## src/rtl/seg_addr_former.sv

```systemverilog
module seg_addr_former #(
  parameter int AW  = 18,
  parameter int OFW = 15
) (
  input  logic          clk,
  input  logic          rst_n,
  input  logic          master,
  input  logic          issue,
  input  logic [1:0]    op,
  input  logic          ins_type,
  input  logic [AW-1:0] ins_addr,
  input  logic [2:0]    seg_tag,
  input  logic [5:0]    tag_field,
  input  logic          base_we,
  input  logic [2:0]    base_sel,
  input  logic [AW+5:0] base_wdata,
  input  logic          xr_we,
  input  logic [2:0]    xr_sel,
  input  logic [AW-1:0] xr_wdata,
  input  logic [2:0]    rd_sel,
  output logic [AW+5:0] rd_base,
  output logic          ea_valid,
  output logic          ea_indirect,
  output logic [AW-1:0] eff_ptr,
  output logic [AW-1:0] eff_int,
  output logic [AW-1:0] instr_ctr,
  output logic [AW-1:0] proc_base,
  output logic          priv_fault
);
  localparam int NREG = 8;
  localparam int BW   = AW + 6;
  localparam int PL   = AW;
  localparam int EXT  = AW + 3;
  localparam int LCK  = AW + 5;
  localparam logic [1:0] OP_XFER = 2'd1;
  localparam logic [1:0] OP_PAIR = 2'd2;

  logic [BW-1:0] abr [NREG];
  logic [AW-1:0] xr  [NREG];

  wire          sel_ext   = abr[seg_tag][EXT];
  wire [AW-1:0] sel_val   = abr[seg_tag][AW-1:0];
  wire [AW-1:0] partner_v = abr[abr[seg_tag][PL+:3]][AW-1:0];
  wire [AW-1:0] idx_v     = tag_field[3] ? xr[tag_field[2:0]] : '0;
  wire [AW-1:0] sx_ofs    = {{(AW-OFW){ins_addr[OFW-1]}}, ins_addr[OFW-1:0]};
  wire [AW-1:0] p_v       = sel_ext ? '0 : sel_val;
  wire [AW-1:0] ext_v     = ins_type ? (sel_ext ? sel_val : partner_v) : proc_base;
  wire [AW-1:0] int_v     = ins_type ? sx_ofs + idx_v + p_v : ins_addr + idx_v;

  wire [2:0] pi = {seg_tag[2:1], 1'b0};
  wire [2:0] pj = {seg_tag[2:1], 1'b1};
  wire do_pair  = issue && op == OP_PAIR;
  wire pair_blk = do_pair && !master && (abr[pi][LCK] || abr[pj][LCK]);
  wire wr_blk   = base_we && !master &&
                  (abr[base_sel][LCK] || base_wdata[LCK] != abr[base_sel][LCK] ||
                   base_wdata[EXT:PL] != abr[base_sel][EXT:PL]);

  assign rd_base = abr[rd_sel];

  always_ff @(posedge clk or negedge rst_n) begin
    if (!rst_n) begin
      for (int i = 0; i < NREG; i++) begin
        abr[i] <= '0;
        xr[i]  <= '0;
      end
      ea_valid    <= 1'b0;
      ea_indirect <= 1'b0;
      eff_ptr     <= '0;
      eff_int     <= '0;
      instr_ctr   <= '0;
      proc_base   <= '0;
      priv_fault  <= 1'b0;
    end else begin
      ea_valid    <= issue;
      ea_indirect <= issue && tag_field[5:4] == 2'b01;
      priv_fault  <= wr_blk || pair_blk;
      if (issue) begin
        eff_ptr <= ext_v;
        eff_int <= int_v;
        if (op == OP_XFER) begin
          instr_ctr <= int_v;
          if (ins_type) proc_base <= ext_v;
        end else begin
          instr_ctr <= instr_ctr + 1'b1;
        end
      end
      if (base_we && !wr_blk) abr[base_sel] <= base_wdata;
      if (do_pair && !pair_blk) begin
        abr[pi][AW-1:0] <= int_v;
        abr[pj][AW-1:0] <= ext_v;
      end
      if (xr_we) xr[xr_sel] <= xr_wdata;
    end
  end
endmodule

```

## config.mk

```make
export PLATFORM = sky130hd
export DESIGN_NAME = seg_addr_former
export DESIGN_NICKNAME = d
export VERILOG_FILES = /design/src/rtl/seg_addr_former.sv
export SDC_FILE = /design/constraint.sdc
export NUM_CORES = 1
export LEC_CHECK = 0
export ABC_CLOCK_PERIOD_IN_PS = 9000
export BUFFER_PORTS_ARGS = -buffer_cell sky130_fd_sc_hd__buf_2
export CAP_MARGIN = 20
export CELL_PAD_IN_SITES_DETAIL_PLACEMENT = 1
export CELL_PAD_IN_SITES_GLOBAL_PLACEMENT = 2
export CORE_UTILIZATION = 30
export CTS_BUF_LIST = sky130_fd_sc_hd__clkbuf_8
export CTS_CLUSTER_SIZE = 24
export DETAILED_ROUTE_END_ITERATION = 16
export PLACE_DENSITY_LB_ADDON = 0.1
export SYNTH_ARGS = -nofsm -noshare
export SYNTH_HDL_FRONTEND = slang
export SYNTH_SLANG_ARGS = --single-unit
```

## constraint.sdc

```tcl
create_clock -name clk -period 9 [get_ports clk]
set_clock_uncertainty 0.2 [all_clocks]
set_input_delay 1.35 -clock clk [delete_from_list [all_inputs] [get_ports clk]]
set_output_delay 1.35 -clock clk [all_outputs]
set_load 0.005 [all_outputs]
```

# After elaboration in Yosys (flattened, before gate mapping)
# Index checks and enable logic that the tools add are counted.
# W data, S select, Z words.
# word_totals
reg_bits	411
inputBits	87
output_inout_bits	99
word_cells	113
# op_classes
add_sub_neg	4
magnitude_cmp	12
eq_ne	5
mux	41
n_bitwise	8
reduce_logical	20
# op_table
op	count
$bwmux W192	3
$bmux W24 S3	6
$mux W192	2
$mux W18	13
$demux W24 S3	3
$mux W24	9
$bwmux W144	1
$add A18 B18 Y18	3
$bmux W18 S3	1
$demux W18 S3	1
$mux W22	2
$ge A4 B4 Y1 const B	8
$not A3 Y4	8
$add A18 B1 Y18 const B	1
$lt A4 B1 Y1 const B	4
$logic_and A1 B1 Y1	12
$eq A2 B1 Y1 const B	2
$logic_or A1 B1 Y1	4
$ne A4 B4 Y1	1
$logic_not A1 Y1	3
$reduce_and A3 Y1	1
$eq A2 B2 Y1 const B	1
$ne A1 B1 Y1	1

# Logic depth before layout (Yosys ltp)
# Gate-level depths: netlist of the first run.
# logic_depth
ltp_word	14
mapped_depth	20
depth_no_buf	17

# Worst setup path before layout of the first run
# OpenSTA, ideal clock, no wires.
# synth_timing
kind	input-to-reg
startpoint	input port tag_field[0]
endpoint	register abr[89] (netlist name)
setup_time_ns	0.138
t_arrival_ns	5.886
required_ns	8.662
slack_ns	2.776
path_stages	17
path_buffers	2
cell_sequence	clkbuf_1 > clkbuf_1 > mux4_2 > mux2i_1 > nor2b_1 > fa_1 > ha_1 > fa_1 > a211oi_1 > o21a_1 > o32ai_1 > a211o_1 > a21o_1 > a21oi_1 > xnor2_1 > mux2i_1 > o21ai_0
# synth_between
elab_chain_len	11
elab_cells_between_ends	12
cone_classes	add/sub: 3; mux: 8; bitwise: 1
# synth_rtl
item	line_no	source
start: declaration	13	input logic [5:0] tag_field,
$not A3 Y4 (implied by the code) (*)	44	wire [AW-1:0] idx_v = tag_field[3] ? xr[tag_field[2:0]] : '0;
$bmux W18 S3 (*)	44	
$mux W18 (implied by the code) (*) (2 in series)	44	
$mux W18 (*)	44	
$add A18 B18 Y18 (2 in series)	48	wire [AW-1:0] int_v = ins_type ? sx_ofs + idx_v + p_v : ins_addr + idx_v;
$mux W18 (*)	48	
$bwmux W192 (*)	89	abr[pi][AW-1:0] <= int_v;
$bwmux W192 (*)	90	abr[pj][AW-1:0] <= ext_v;
$mux W192 (*)	88	if (do_pair && !pair_blk) begin
end signal: indexed assignment	87	if (base_we && !wr_blk) abr[base_sel] <= base_wdata;
end signal: indexed assignment	89	
end signal: indexed assignment	90	
end: declaration	38	logic [BW-1:0] abr [NREG];
# Every way passes the cells marked *; elsewhere a longest branch is shown, timed or not. The select of a mux whose other input is x is not followed.
# A chain may end at the register's enable or synchronous reset.

# Final worst setup path of the first run
# layout_timing
startpoint	input port seg_tag[0]
endpoint	register abr[135] (netlist name)
# layout_between
elab_chain_len	12
elab_cells_between_ends	16
cone_classes	add/sub: 1; mux: 13; bitwise: 2
# layout_rtl
item	line_no	source
start: declaration	12	input logic [2:0] seg_tag,
$not A3 Y4 (implied by the code) (*)	41, 42, 43	
$bmux W24 S3 (*)	41, 42, 43	
$mux W22 (implied by the code) (*) (2 in series)	43	wire [AW-1:0] partner_v = abr[abr[seg_tag][PL+:3]][AW-1:0];
branches (longest 6 deep; another with $add A18 B18 Y18)	-	
$bwmux W192 (*)	90	
$mux W192 (*)	88	
# Mark *: on every way between the ends. The select of a mux whose other input is x is not followed.

==> run_results.csv, run 1 <==
group,metric,value,unit
timing,period_share,0.707,
grt,grtUsageTotal,0.214,
timing,setup_tns,0,ns
floorplan,start_util,0.303,
synthesis,netlist_top_cells_area,"dfrtp_1 41%, mux2i_1 15%, mux4_2 12%, mux2_2 10%, nor2_1 2.1%",
synthesis,synth_cells,2072,
grt,overflow,0,
placed_design,dpl_worst_slack,1.95,ns
timing,setup_viol,0,
synthesis,yosysSeqAreaShare,0.413,
route,wl_per_cell,26.5,um
clocking,htreeDepth,3,
floorplan,core_area,82100,um^2
route,routed_wl,89300,um
floorplan,boundaryPins,186,
placed_design,hpwlAfterDp,59000,um
setup_path,start_kind,"input pin",
clocking,cts_setup_buffers,0,
setup_path,worst-setup-path-type,"input pin to flop",
synthesis,yosysMostFrequentCell,"dfrtp_1",
synthesis,synth_top_area_cell,"dfrtp_1",
setup_path,cp_data_required_time,9.30,ns
synthesis,netlist.area_leader.share,0.413,
synthesis,syn_area_per_cell,12.0,um^2
synthesis,netlist_area,24900,um^2
synthesis,ys_ff_latch,411,
clocking,clock_path_buffers,3,
timing,rsz0062_at_grt,"false",
timing,hold_violations,0,
timing,relSlewSlack,0.202,
cells_and_area,regArea,10300,um^2
floorplan,die_area,84100,um^2
clocking,clk_pin_slew,0.06,ns
clocking,hold_buffers,0,
synthesis,synthTopCellsByCount,"411 x dfrtp_1, 361 x mux2i_1, 231 x mux2_2",
synthesis,synth_cell_types,66,
timing,min_period,6.36,ns
clocking,cts_buffers,84,
route,vias_per_cell,5.42,
cells_and_area,layout.nets,2367,
power_and_ir_drop,vdd_ir_drop_max,0.109,mV
clocking,clk_latency,0.69,ns
setup_path,end_kind,"flop",
cells_and_area,fillers,8810,
setup_path,cp_max_fo,20,
floorplan,dieWidth,290,um
clocking,cts_tree,"built",
timing,tightest_slew,1.18,ns
clocking,clock-sinks,411,
floorplan,placementRows,105,
grt,grt_pass1_vias,20300,
cells_and_area,multi_input_area,13900,um^2
route,drt_iter0_markers,797,
route,drc_errors,0,
grt,grt_pass1_wl,135000,um
grt,antenna_found_initial,18,
flow_run,max_cap_violations,0,
outcome,status,"completed",
timing,max_freq,157,MHz
synthesis,synth_ff_type,"dfrtp_1",
cells_and_area,area_delta_synth_final,14.5,%
timing,fin_ws,2.64,ns
min_path,hold_class,"flop to flop",
route,ant_nets,0,
route,dr.pass1.iters,5,
power_and_ir_drop,powerDensity,282,nW/um^2
floorplan,die_h,290,um
power_and_ir_drop,p_leak,13.2,nW
placed_design,portBuffers,185,
placed_design,gp_congestion,0.813,
route,vias,18200,
clocking,cts_root_buf,"clkbuf_8",
clocking,cts_resized,0,
setup_path,cp_data_arrival_time,6.66,ns
synthesis,yosysWarningCount,0,
timing,maxSlewViolCount,0,
grt,grt_max_degree,147,
synthesis,synth_edf_count,0,
cells_and_area,drive_gt1_frac,0.317,
synthesis,async_reset_ff_frac,1.00,
synthesis,synthesis.nets,2212,
[registers in the layout (all words and copies together) (netlist names)]
register / cells
eff_ptr: 18
priv_fault: 1
eff_int: 18
ea_valid: 1
ea_indirect: 1
proc_base: 18
instr_ctr: 18
abr: 192
xr: 144
[layout by cell type, fill, tap and decap left out, drive strengths merged, types with 8 or more instances in the layout]
| cell | synthesis | routed |
|---|---|---|
| a211oi | 8 | 8 |
| a21o | 8 | 8 |
| a21oi | 100 | 100 |
| a22oi | 37 | 37 |
| a31oi | 19 | 19 |
| and3 | 8 | 8 |
| buf | 57 | 232 |
| clkbuf | 106 | 96 |
| dfrtp | 411 | 411 |
| fa | 19 | 19 |
| ha | 34 | 34 |
| inv | 19 | 63 |
| mux2 | 236 | 236 |
| mux2i | 361 | 361 |
| mux4 | 130 | 130 |
| nand2 | 101 | 101 |
| nand2b | 8 | 8 |
| nand3 | 17 | 17 |
| nor2 | 138 | 138 |
| nor2b | 18 | 18 |
| nor3 | 10 | 10 |
| o21ai | 102 | 102 |
| o22ai | 8 | 8 |
| xnor2 | 18 | 18 |
| xor2 | 17 | 17 |
[worst max-delay path: stages]
cell and delay, ns:
buf_2 0.45, buf_4 0.50, mux4_2 0.56, mux2i_1 0.46, nor2_1 0.15, fa_1 0.50, ha_1 0.35, o21ai_0 0.14
o21a_1 0.22, o32ai_1 0.61, a211o_1 0.26, xor2_1 0.07, mux2i_1 0.84, mux2i_1 0.19
[path summary, 6_finish.rpt]
path | to | startpoint | slack, ns | cells past startpoint
worst max-delay path | abr[135]$_DFF_PN0_ | seg_tag[0] | 2.64 | 14
worst min-delay path | eff_ptr[10]$_DFFE_PN0P_ | eff_ptr[10]$_DFFE_PN0P_ | 0.28 | 2
worst max register to register | abr[135]$_DFF_PN0_ | abr[117]$_DFFE_PN0P_ | 3.57 | 14
worst min register to register | eff_ptr[10]$_DFFE_PN0P_ | eff_ptr[10]$_DFFE_PN0P_ | 0.28 | 2
max in group asynchronous | xr[86]$_DFFE_PN0P_ | rst_n | 6.68 | 2
min in group asynchronous | eff_ptr[0]$_DFFE_PN0P_ | rst_n | 0.52 | 1
[area by class of cell]
cell class              instances  share of cell area
flip-flops and latches        411               0.361
repair buffers                232              0.0463
clock inverters                53             0.00966
inverters                      19             0.00250
clock buffers                  96              0.0463
multi-input cells            1479               0.487
diodes                          5            0.000439
well taps                    1070              0.0470
[power breakdown]
part	total (W)	switching, W	internal, W
Sequential	0.00306	0.000607	0.00245
Combinational	0.00307	0.00162	0.00145
Clock	0.00190	0.000897	0.00100
[routing by layer]
metal | routed length [um] | part of all wire | track usage
met1 | 38100 | 0.43 | 0.269
met2 | 43900 | 0.49 | 0.362
met3 | 3710 | 0.042 | 0.0398
met4 | 3470 | 0.039 | 0.0886
met5 | 132 | 0.0015 | 0
[cell families after synthesis]
| logic type | count (synthesis) | synth area share |
|---|---|---|
| compound gates | 326 | 0.0793 |
| fa+ha+maj | 53 | 0.0324 |
| xor+xnor | 35 | 0.0123 |
| flops | 411 | 0.413 |
| simple gates | 338 | 0.0623 |
| mux | 727 | 0.370 |
| buf+inv | 182 | 0.0311 |
[per-stage QoR]
step,cells,area [um^2],utilization,hold WS (ns),total power (W)
6_report,3365,28500,0.347,0.277,0.00803
5_1_grt,3365,28500,0.347,0.316,0.00858
4_1_cts,3360,28500,0.347,0.284,0.00818
3_5_place_dp,3211,26900,0.328,0.270,0.00621
3_3_place_gp,3211,26900,0.328,0.266,0.00612
2_1_floorplan,2072,24900,-,0.259,0.00491
Note: power is estimated with default switching activity, not from simulation.
==> run 2: changes to the inputs <==
--- a/config.mk
+++ b/config.mk
@@ -5,7 +5,8 @@
 export SDC_FILE = /design/constraint.sdc
 export NUM_CORES = 1
 export LEC_CHECK = 0
-export ABC_CLOCK_PERIOD_IN_PS = 9000
+export ABC_AREA = 1
+export ABC_CLOCK_PERIOD_IN_PS = 5300
 export BUFFER_PORTS_ARGS = -buffer_cell sky130_fd_sc_hd__buf_2
 export CAP_MARGIN = 20
 export CELL_PAD_IN_SITES_DETAIL_PLACEMENT = 1
==> constraint.sdc (replaced) <==
create_clock -name clk -period 5.3 [get_ports clk]
set_clock_uncertainty 0.2 [all_clocks]
set_input_delay 0.795 -clock clk [delete_from_list [all_inputs] [get_ports clk]]
set_output_delay 0.795 -clock clk [all_outputs]
set_load 0.005 [all_outputs]
==> run_results.csv, run 2 <==
group,metric,value,unit
outcome,status,"completed",
floorplan,dieWidth,308,um
synthesis,synth_ff_type,"dfrtp_1",
synthesis,synth_edf_count,0,
power_and_ir_drop,switching_power,0.00515,W
clocking,cts_tree,"built",
synthesis,async_reset_ff_frac,1.00,
synthesis,synth_xor_area_frac,0.00406,
power_and_ir_drop,p_comb_frac,0.339,
cells_and_area,regArea,10300,um^2
synthesis,synth_top_family_by_area,"simple AND/OR/NAND/NOR gates",
floorplan,start_util,0.304,
synthesis,yosysWarningCount,0,
placed_design,gp_congestion,0.866,
synthesis,netlist_area,28000,um^2
synthesis,synth_cells,4265,
synthesis,synthesis.nets,4405,
setup_path,cp_max_fo,8,
power_and_ir_drop,internal_power,0.00734,W
route,ant_nets,0,
cells_and_area,final_cell_mix,"1221 x nand2_1, 609 x o21ai_0, 555 x nand3_1, 430 x inv_1, 411 x dfrtp_1",
cells_and_area,area_delta_synth_final,16.3,%
timing,max_freq,213,MHz
route,drc_errors,0,
timing,period_share,0.886,
clocking,htreeDepth,3,
route,vias_per_cell,5.32,
floorplan,boundaryPins,186,
cells_and_area,registers.top_by_ff_count,"abr",
placed_design,dpl_worst_slack,-0.0516,ns
synthesis,synth-compound-area-share,0.192,
cells_and_area,multi_input_area,15100,um^2
floorplan,placementRows,111,
floorplan,core_area,92100,um^2
setup_path,end_kind,"flop",
placed_design,hpwlAfterDp,94700,um
clocking,clock_path_buffers,3,
power_and_ir_drop,power.total,0.0125,W
timing,relSlewSlack,0.0726,
grt,overflow,0,
route,wl_per_cell,24.2,um
power_and_ir_drop,vdd_ir_drop_max,0.179,mV
synthesis,synth_cell_types,43,
synthesis,ys_ff_latch,411,
grt,grt_pass1_wl,208000,um
route,drt_iter0_markers,2067,
power_and_ir_drop,switching_share,0.412,
clocking,cts_root_buf,"clkbuf_8",
route,dr.pass1.iters,6,
power_and_ir_drop,powerDensity,383,nW/um^2
cells_and_area,fillers,11700,
synthesis,synthMuxAreaShare,0.000357,
synthesis,synthTopCellsByCount,"1223 x nand2_1, 609 x o21ai_0, 559 x nand3_1",
synthesis,synthAdderAreaFrac,0.0287,
grt,antenna_found_initial,8,
setup_path,worst-setup-path-type,"input pin to flop",
timing,fin_ws,0.602,ns
cells_and_area,largest_registers,"abr: 192 flops, xr: 144 flops",
clocking,cts_buffers,87,
setup_path,cp_data_required_time,5.71,ns
grt,grt_max_degree,146,
power_and_ir_drop,p_leak,16.3,nW
timing,maxSlewViolCount,0,
cells_and_area,final_common_cell,"nand2_1",
timing,tightest_slew,1.39,ns
cells_and_area,layout.nets,4545,
cells_and_area,drive_gt1_frac,0.112,
synthesis,yosysMostFrequentCell,"nand2_1",
timing,setup_viol,0,
timing,hold_violations,0,
grt,grtUsageTotal,0.294,
clocking,cts_resized,0,
flow_run,max_cap_violations,0,
synthesis,synth_top_area_cell,"dfrtp_1",
synthesis,yosysSeqAreaShare,0.367,
route,vias,30400,
synthesis,post_synth_and_or_nand_nor_area_fraction,0.309,
setup_path,start_kind,"input pin",
placed_design,portBuffers,185,
timing,min_period,4.70,ns
route,routed_wl,138000,um
floorplan,die_area,94700,um^2
clocking,cts_setup_buffers,0,
clocking,clk_pin_slew,0.06,ns
cells_and_area,largest_reg_flops,192,
floorplan,die_h,308,um
synthesis,netlist_top_cells_area,"dfrtp_1 37%, nand2_1 16%, o21ai_0 11%, nand3_1 10%, inv_1 5.4%",
power_and_ir_drop,power_frac_clock,0.296,
synthesis,netlist.area_leader.share,0.367,
setup_path,cp_data_arrival_time,5.10,ns
clocking,clock-sinks,411,
min_path,hold_class,"input pin to flop",
grt,grt_pass1_vias,30600,
power_and_ir_drop,p_seq_frac,0.365,
timing,rsz0062_at_grt,"false",
synthesis,syn_area_per_cell,6.57,um^2
clocking,clk_latency,0.76,ns
## run 2: final timing paths
path	startpoint	end	slack, ns	depth (start not counted)
worst max-delay path	seg_tag[2]	instr_ctr[8]$_DFFE_PN0P_	0.60	21
worst min-delay path	tag_field[4]	ea_indirect$_DFF_PN0_	0.08	3
worst max register to register	abr[45]$_DFFE_PN0P_	instr_ctr[8]$_DFFE_PN0P_	0.74	16
worst min register to register	xr[82]$_DFFE_PN0P_	xr[82]$_DFFE_PN0P_	0.28	2
max in group asynchronous	rst_n	xr[22]$_DFFE_PN0P_	3.27	3
min in group asynchronous	rst_n	abr[90]$_DFFE_PN0P_	0.49	2
## run 2: cell families (layout without fill, tap and decap cells)
group                      count (synthesis)  count (layout)
muxes                                      1               1
AOI/OAI and AO/OA                       1004            1004
DFF                                      411             411
and+or+nand+nor                         2084            2084
other                                      0               3
buffers and inverters                    699             905
xor gates and xnor gates                  13              13
adders and majority gates                 53              53
## run 2: cell type report
| cell class | count | share of cell area |
|---|---|---|
| antenna | 3 | 0.000230 |
| clock buffer | 115 | 0.0485 |
| clock inverter | 40 | 0.00813 |
| inverter | 420 | 0.0484 |
| multi-input combinational | 3155 | 0.462 |
| sequential | 411 | 0.315 |
| tap | 1243 | 0.0477 |
| timing repair buffer | 330 | 0.0698 |
## run 2: critical path, stage by stage
cell and delay, ns:
buf_2 0.16, inv_2 0.07, nor2_4 0.34, inv_2 0.14
buf_12 0.17, a21oi_1 0.11, o21ai_0 0.10, o2111ai_1 0.10
inv_1 0.11, nor2_1 0.34, fa_1 0.52, ha_1 0.33
a21oi_1 0.20, o21ai_0 0.15, a21oi_1 0.29, a21oi_1 0.12
a21oi_1 0.52, buf_4 0.28, nand2_1 0.06, o211ai_1 0.10
nand2_1 0.09
## run 2: metal layers
metal / up-vias / track usage / wire length, um
li1: 14300 / - / -
met1: 15000 / 0.400 / 62800
met2: 839 / 0.478 / 64000
met3: 209 / 0.0388 / 7260
met4: 6 / 0.0994 / 4340
met5: - / 0 / 39
## run 2: through the flow
step / hold WS [ns] / instance area [um^2] / utilization / setup TNS (ns) / cells
2_1_floorplan: 0.248 / 28000 / - / 0 / 4265
3_3_place_gp: 0.260 / 30700 / 0.333 / -1.66 / 5553
3_5_place_dp: 0.268 / 30700 / 0.334 / -0.0516 / 5557
4_1_cts: 0.0124 / 32600 / 0.354 / 0 / 5714
5_1_grt: 0.0522 / 32600 / 0.354 / 0 / 5715
6_report: 0.0787 / 32600 / 0.354 / 0 / 5717
## run 2: what timing repair did
| action | in CTS | in global routing |
|---|---|---|
| hold buffers | 2 | 0 |
| setup endpoints to repair | 0 | 0 |
| endpoints found under the hold margin | 82 | 0 |
## run 2: power by group through the flow
| stage | logic (W) | clock network [W] | registers, W |
|---|---|---|---|
| floorplan | 0.00254 | 0 | 0.00432 |
| global placement | 0.00416 | 0 | 0.00461 |
| detailed placement | 0.00422 | 0 | 0.00461 |
| CTS | 0.00424 | 0.00381 | 0.00456 |
| global route | 0.00475 | 0.00392 | 0.00466 |
| finish | 0.00423 | 0.00369 | 0.00456 |
==> run 3: changes to the inputs <==
--- a/config.mk
+++ b/config.mk
@@ -6,12 +6,12 @@
 export NUM_CORES = 1
 export LEC_CHECK = 0
 export ABC_AREA = 1
-export ABC_CLOCK_PERIOD_IN_PS = 5300
+export ABC_CLOCK_PERIOD_IN_PS = 5480
 export BUFFER_PORTS_ARGS = -buffer_cell sky130_fd_sc_hd__buf_2
 export CAP_MARGIN = 20
 export CELL_PAD_IN_SITES_DETAIL_PLACEMENT = 1
 export CELL_PAD_IN_SITES_GLOBAL_PLACEMENT = 2
-export CORE_UTILIZATION = 30
+export CORE_UTILIZATION = 25
 export CTS_BUF_LIST = sky130_fd_sc_hd__clkbuf_8
 export CTS_CLUSTER_SIZE = 24
 export DETAILED_ROUTE_END_ITERATION = 16
==> constraint.sdc (replaced) <==
create_clock -name clk -period 5.48 [get_ports clk]
set_clock_uncertainty 0.2 [all_clocks]
set_input_delay 0.822 -clock clk [delete_from_list [all_inputs] [get_ports clk]]
set_output_delay 0.822 -clock clk [all_outputs]
set_load 0.005 [all_outputs]
==> run_results.csv, run 3 (synthesis gave the netlist of run 2 again) <==
group,metric,value,unit
timing,relSlewSlack,0.306,
power_and_ir_drop,p_leak,16.4,nW
power_and_ir_drop,switching_power,0.00518,W
cells_and_area,multi_input_area,15100,um^2
route,dr.pass1.iters,5,
setup_path,worst-setup-path-type,"input pin to flop",
route,routed_wl,148000,um
placed_design,gp_congestion,0.875,
cells_and_area,area_delta_synth_final,17.6,%
clocking,cts_buffers,89,
setup_path,end_kind,"flop",
timing,tightest_slew,1.04,ns
timing,hold_violations,0,
floorplan,die_h,337,um
setup_path,startpoint,"seg_tag[1]",
setup_path,path_cells,"buf_2 > inv_1 > nor2_2 > buf_4 > o211ai_1 > o2111ai_1 > nand2_1 > fa_1 > inv_1 > ha_1 > fa_1 > nand2_1 > o21ai_0 > inv_1 > o21bai_1 > a21oi_1 > o21a_1 > a21oi_1 > buf_4 > nand2_1 > nand2_1 > inv_1",
floorplan,boundaryPins,186,
setup_path,cp_data_required_time,5.94,ns
setup_path,r2r_start,"abr[165]$_DFFE_PN0P_",
cells_and_area,drive_gt1_frac,0.115,
floorplan,dieWidth,337,um
cells_and_area,largest_reg_flops,192,
clocking,cts_resized,0,
route,vias,30200,
setup_path,critPathSlowestCell,"a21oi_1",
route,ant_nets,0,
power_and_ir_drop,powerDensity,371,nW/um^2
floorplan,placementRows,122,
setup_path,reg2reg_depth,22,
timing,max_freq,212,MHz
placed_design,hpwlAfterDp,101000,um
timing,setup_tns,0,ns
grt,grt_max_degree,146,
cells_and_area,layout.nets,4553,
outcome,status,"completed",
cells_and_area,final_cell_mix,"1218 x nand2_1, 609 x o21ai_0, 555 x nand3_1, 438 x inv_1, 411 x dfrtp_1",
clocking,clock_path_buffers,3,
clocking,clk_latency,0.77,ns
timing,period_share,0.862,
power_and_ir_drop,vdd_ir_drop_max,0.195,mV
grt,grt_pass1_vias,30400,
cells_and_area,fillers,14000,
grt,overflow,0,
setup_path,cp_max_fo,6,
route,drc_errors,0,
grt,grt_pass1_wl,218000,um
route,vias_per_cell,5.06,
clocking,clk_pin_slew,0.06,ns
floorplan,die_area,113000,um^2
cells_and_area,largest_registers,"abr: 192 flops, xr: 144 flops",
grt,grtUsageTotal,0.261,
clocking,cts_root_buf,"clkbuf_8",
min_path,hold_depth,3,
setup_path,start_kind,"input pin",
min_path,hold_class,"input pin to flop",
power_and_ir_drop,internal_power,0.00704,W
flow_run,max_cap_violations,0,
timing,rsz0062_at_grt,"false",
floorplan,core_area,111000,um^2
power_and_ir_drop,switching_share,0.424,
cells_and_area,final_common_cell,"nand2_1",
cells_and_area,registers.top_by_ff_count,"abr",
timing,min_period,4.72,ns
power_and_ir_drop,p_seq_frac,0.362,
cells_and_area,regArea,10300,um^2
floorplan,start_util,0.253,
power_and_ir_drop,power.total,0.0122,W
setup_path,cp_data_arrival_time,5.18,ns
clocking,cts_setup_buffers,0,
clocking,cts_tree,"built",
setup_path,max_stage_delay,0.47,ns
timing,maxSlewViolCount,0,
min_path,min-delay-start,"tag_field[4]",
power_and_ir_drop,p_comb_frac,0.341,
route,drt_iter0_markers,1911,
placed_design,portBuffers,185,
grt,antenna_found_initial,9,
timing,setup_viol,0,
route,wl_per_cell,24.7,um
clocking,clock-sinks,411,
clocking,htreeDepth,3,
clocking,hold_buffers,2,
power_and_ir_drop,power_frac_clock,0.297,
## run 3: changes by cell type in the layout (fill, tap and decap cells not counted), sizes merged
cell	previous run	this run
clkinv	8	9
bufinv	3	1
inv	447	460
clkinvlp	2	1
buf	328	334
## run 3: layer usage
| layer | global-route usage | vias up | share of wire |
|---|---|---|---|
| met5 | 0 | - | 0.00032 |
| met4 | 0.0562 | 8 | 0.020 |
| met1 | 0.356 | 15100 | 0.47 |
| met2 | 0.436 | 583 | 0.47 |
| li1 | - | 14400 | - |
| met3 | 0.0353 | 170 | 0.042 |
## run 3: path summary, 6_finish.rpt
kind	slack (ns)	endpoint
hold / removal	0.08	ea_indirect$_DFF_PN0_
max in group asynchronous	3.57	abr[61]$_DFF_PN0_
min in group asynchronous	0.42	abr[119]$_DFFE_PN0P_
setup reg to reg	0.92	abr[175]$_DFF_PN0_
setup / recovery	0.76	abr[175]$_DFF_PN0_
hold reg to reg	0.28	xr[42]$_DFFE_PN0P_
## run 3: layout make-up
type,count,area share
Inverter,420,0.0479
Clock buffer,115,0.0480
Clock inverter,51,0.00861
Antenna cell,3,0.000228
Timing Repair Buffer,336,0.0692
Sequential cell,411,0.312
Tap cell,1488,0.0565
Multi-Input combinational cell,3155,0.458
## run 3: through the flow
stage	hold slack [ns]	setup WS [ns]	cells	instance area, um^2	util
after floorplan	0.248	0.781	4265	28000	-
after global placement	0.260	0.156	5808	31100	0.280
after detailed placement	0.268	0.00764	5808	31100	0.280
after CTS	0.0193	0.831	5976	33000	0.297
after global routing	0.0397	0.480	5977	33000	0.297
final	0.0849	0.758	5979	33000	0.297
## run 3: critical path: cells and delay by family
family	cells	cell delay [ns]
compound gates	7	1.67
fa+ha+maj	3	0.88
buf+inv	7	0.96
simple gates	5	0.85
## run 3: power by group through the flow
stage,Combinational [W],Sequential (W),Clock (W)
floorplan,0.00246,0.00418,0
global placement,0.00416,0.00448,0
detailed placement,0.00419,0.00447,0
CTS,0.00421,0.00443,0.00376
global route,0.00470,0.00452,0.00386
finish,0.00417,0.00443,0.00363
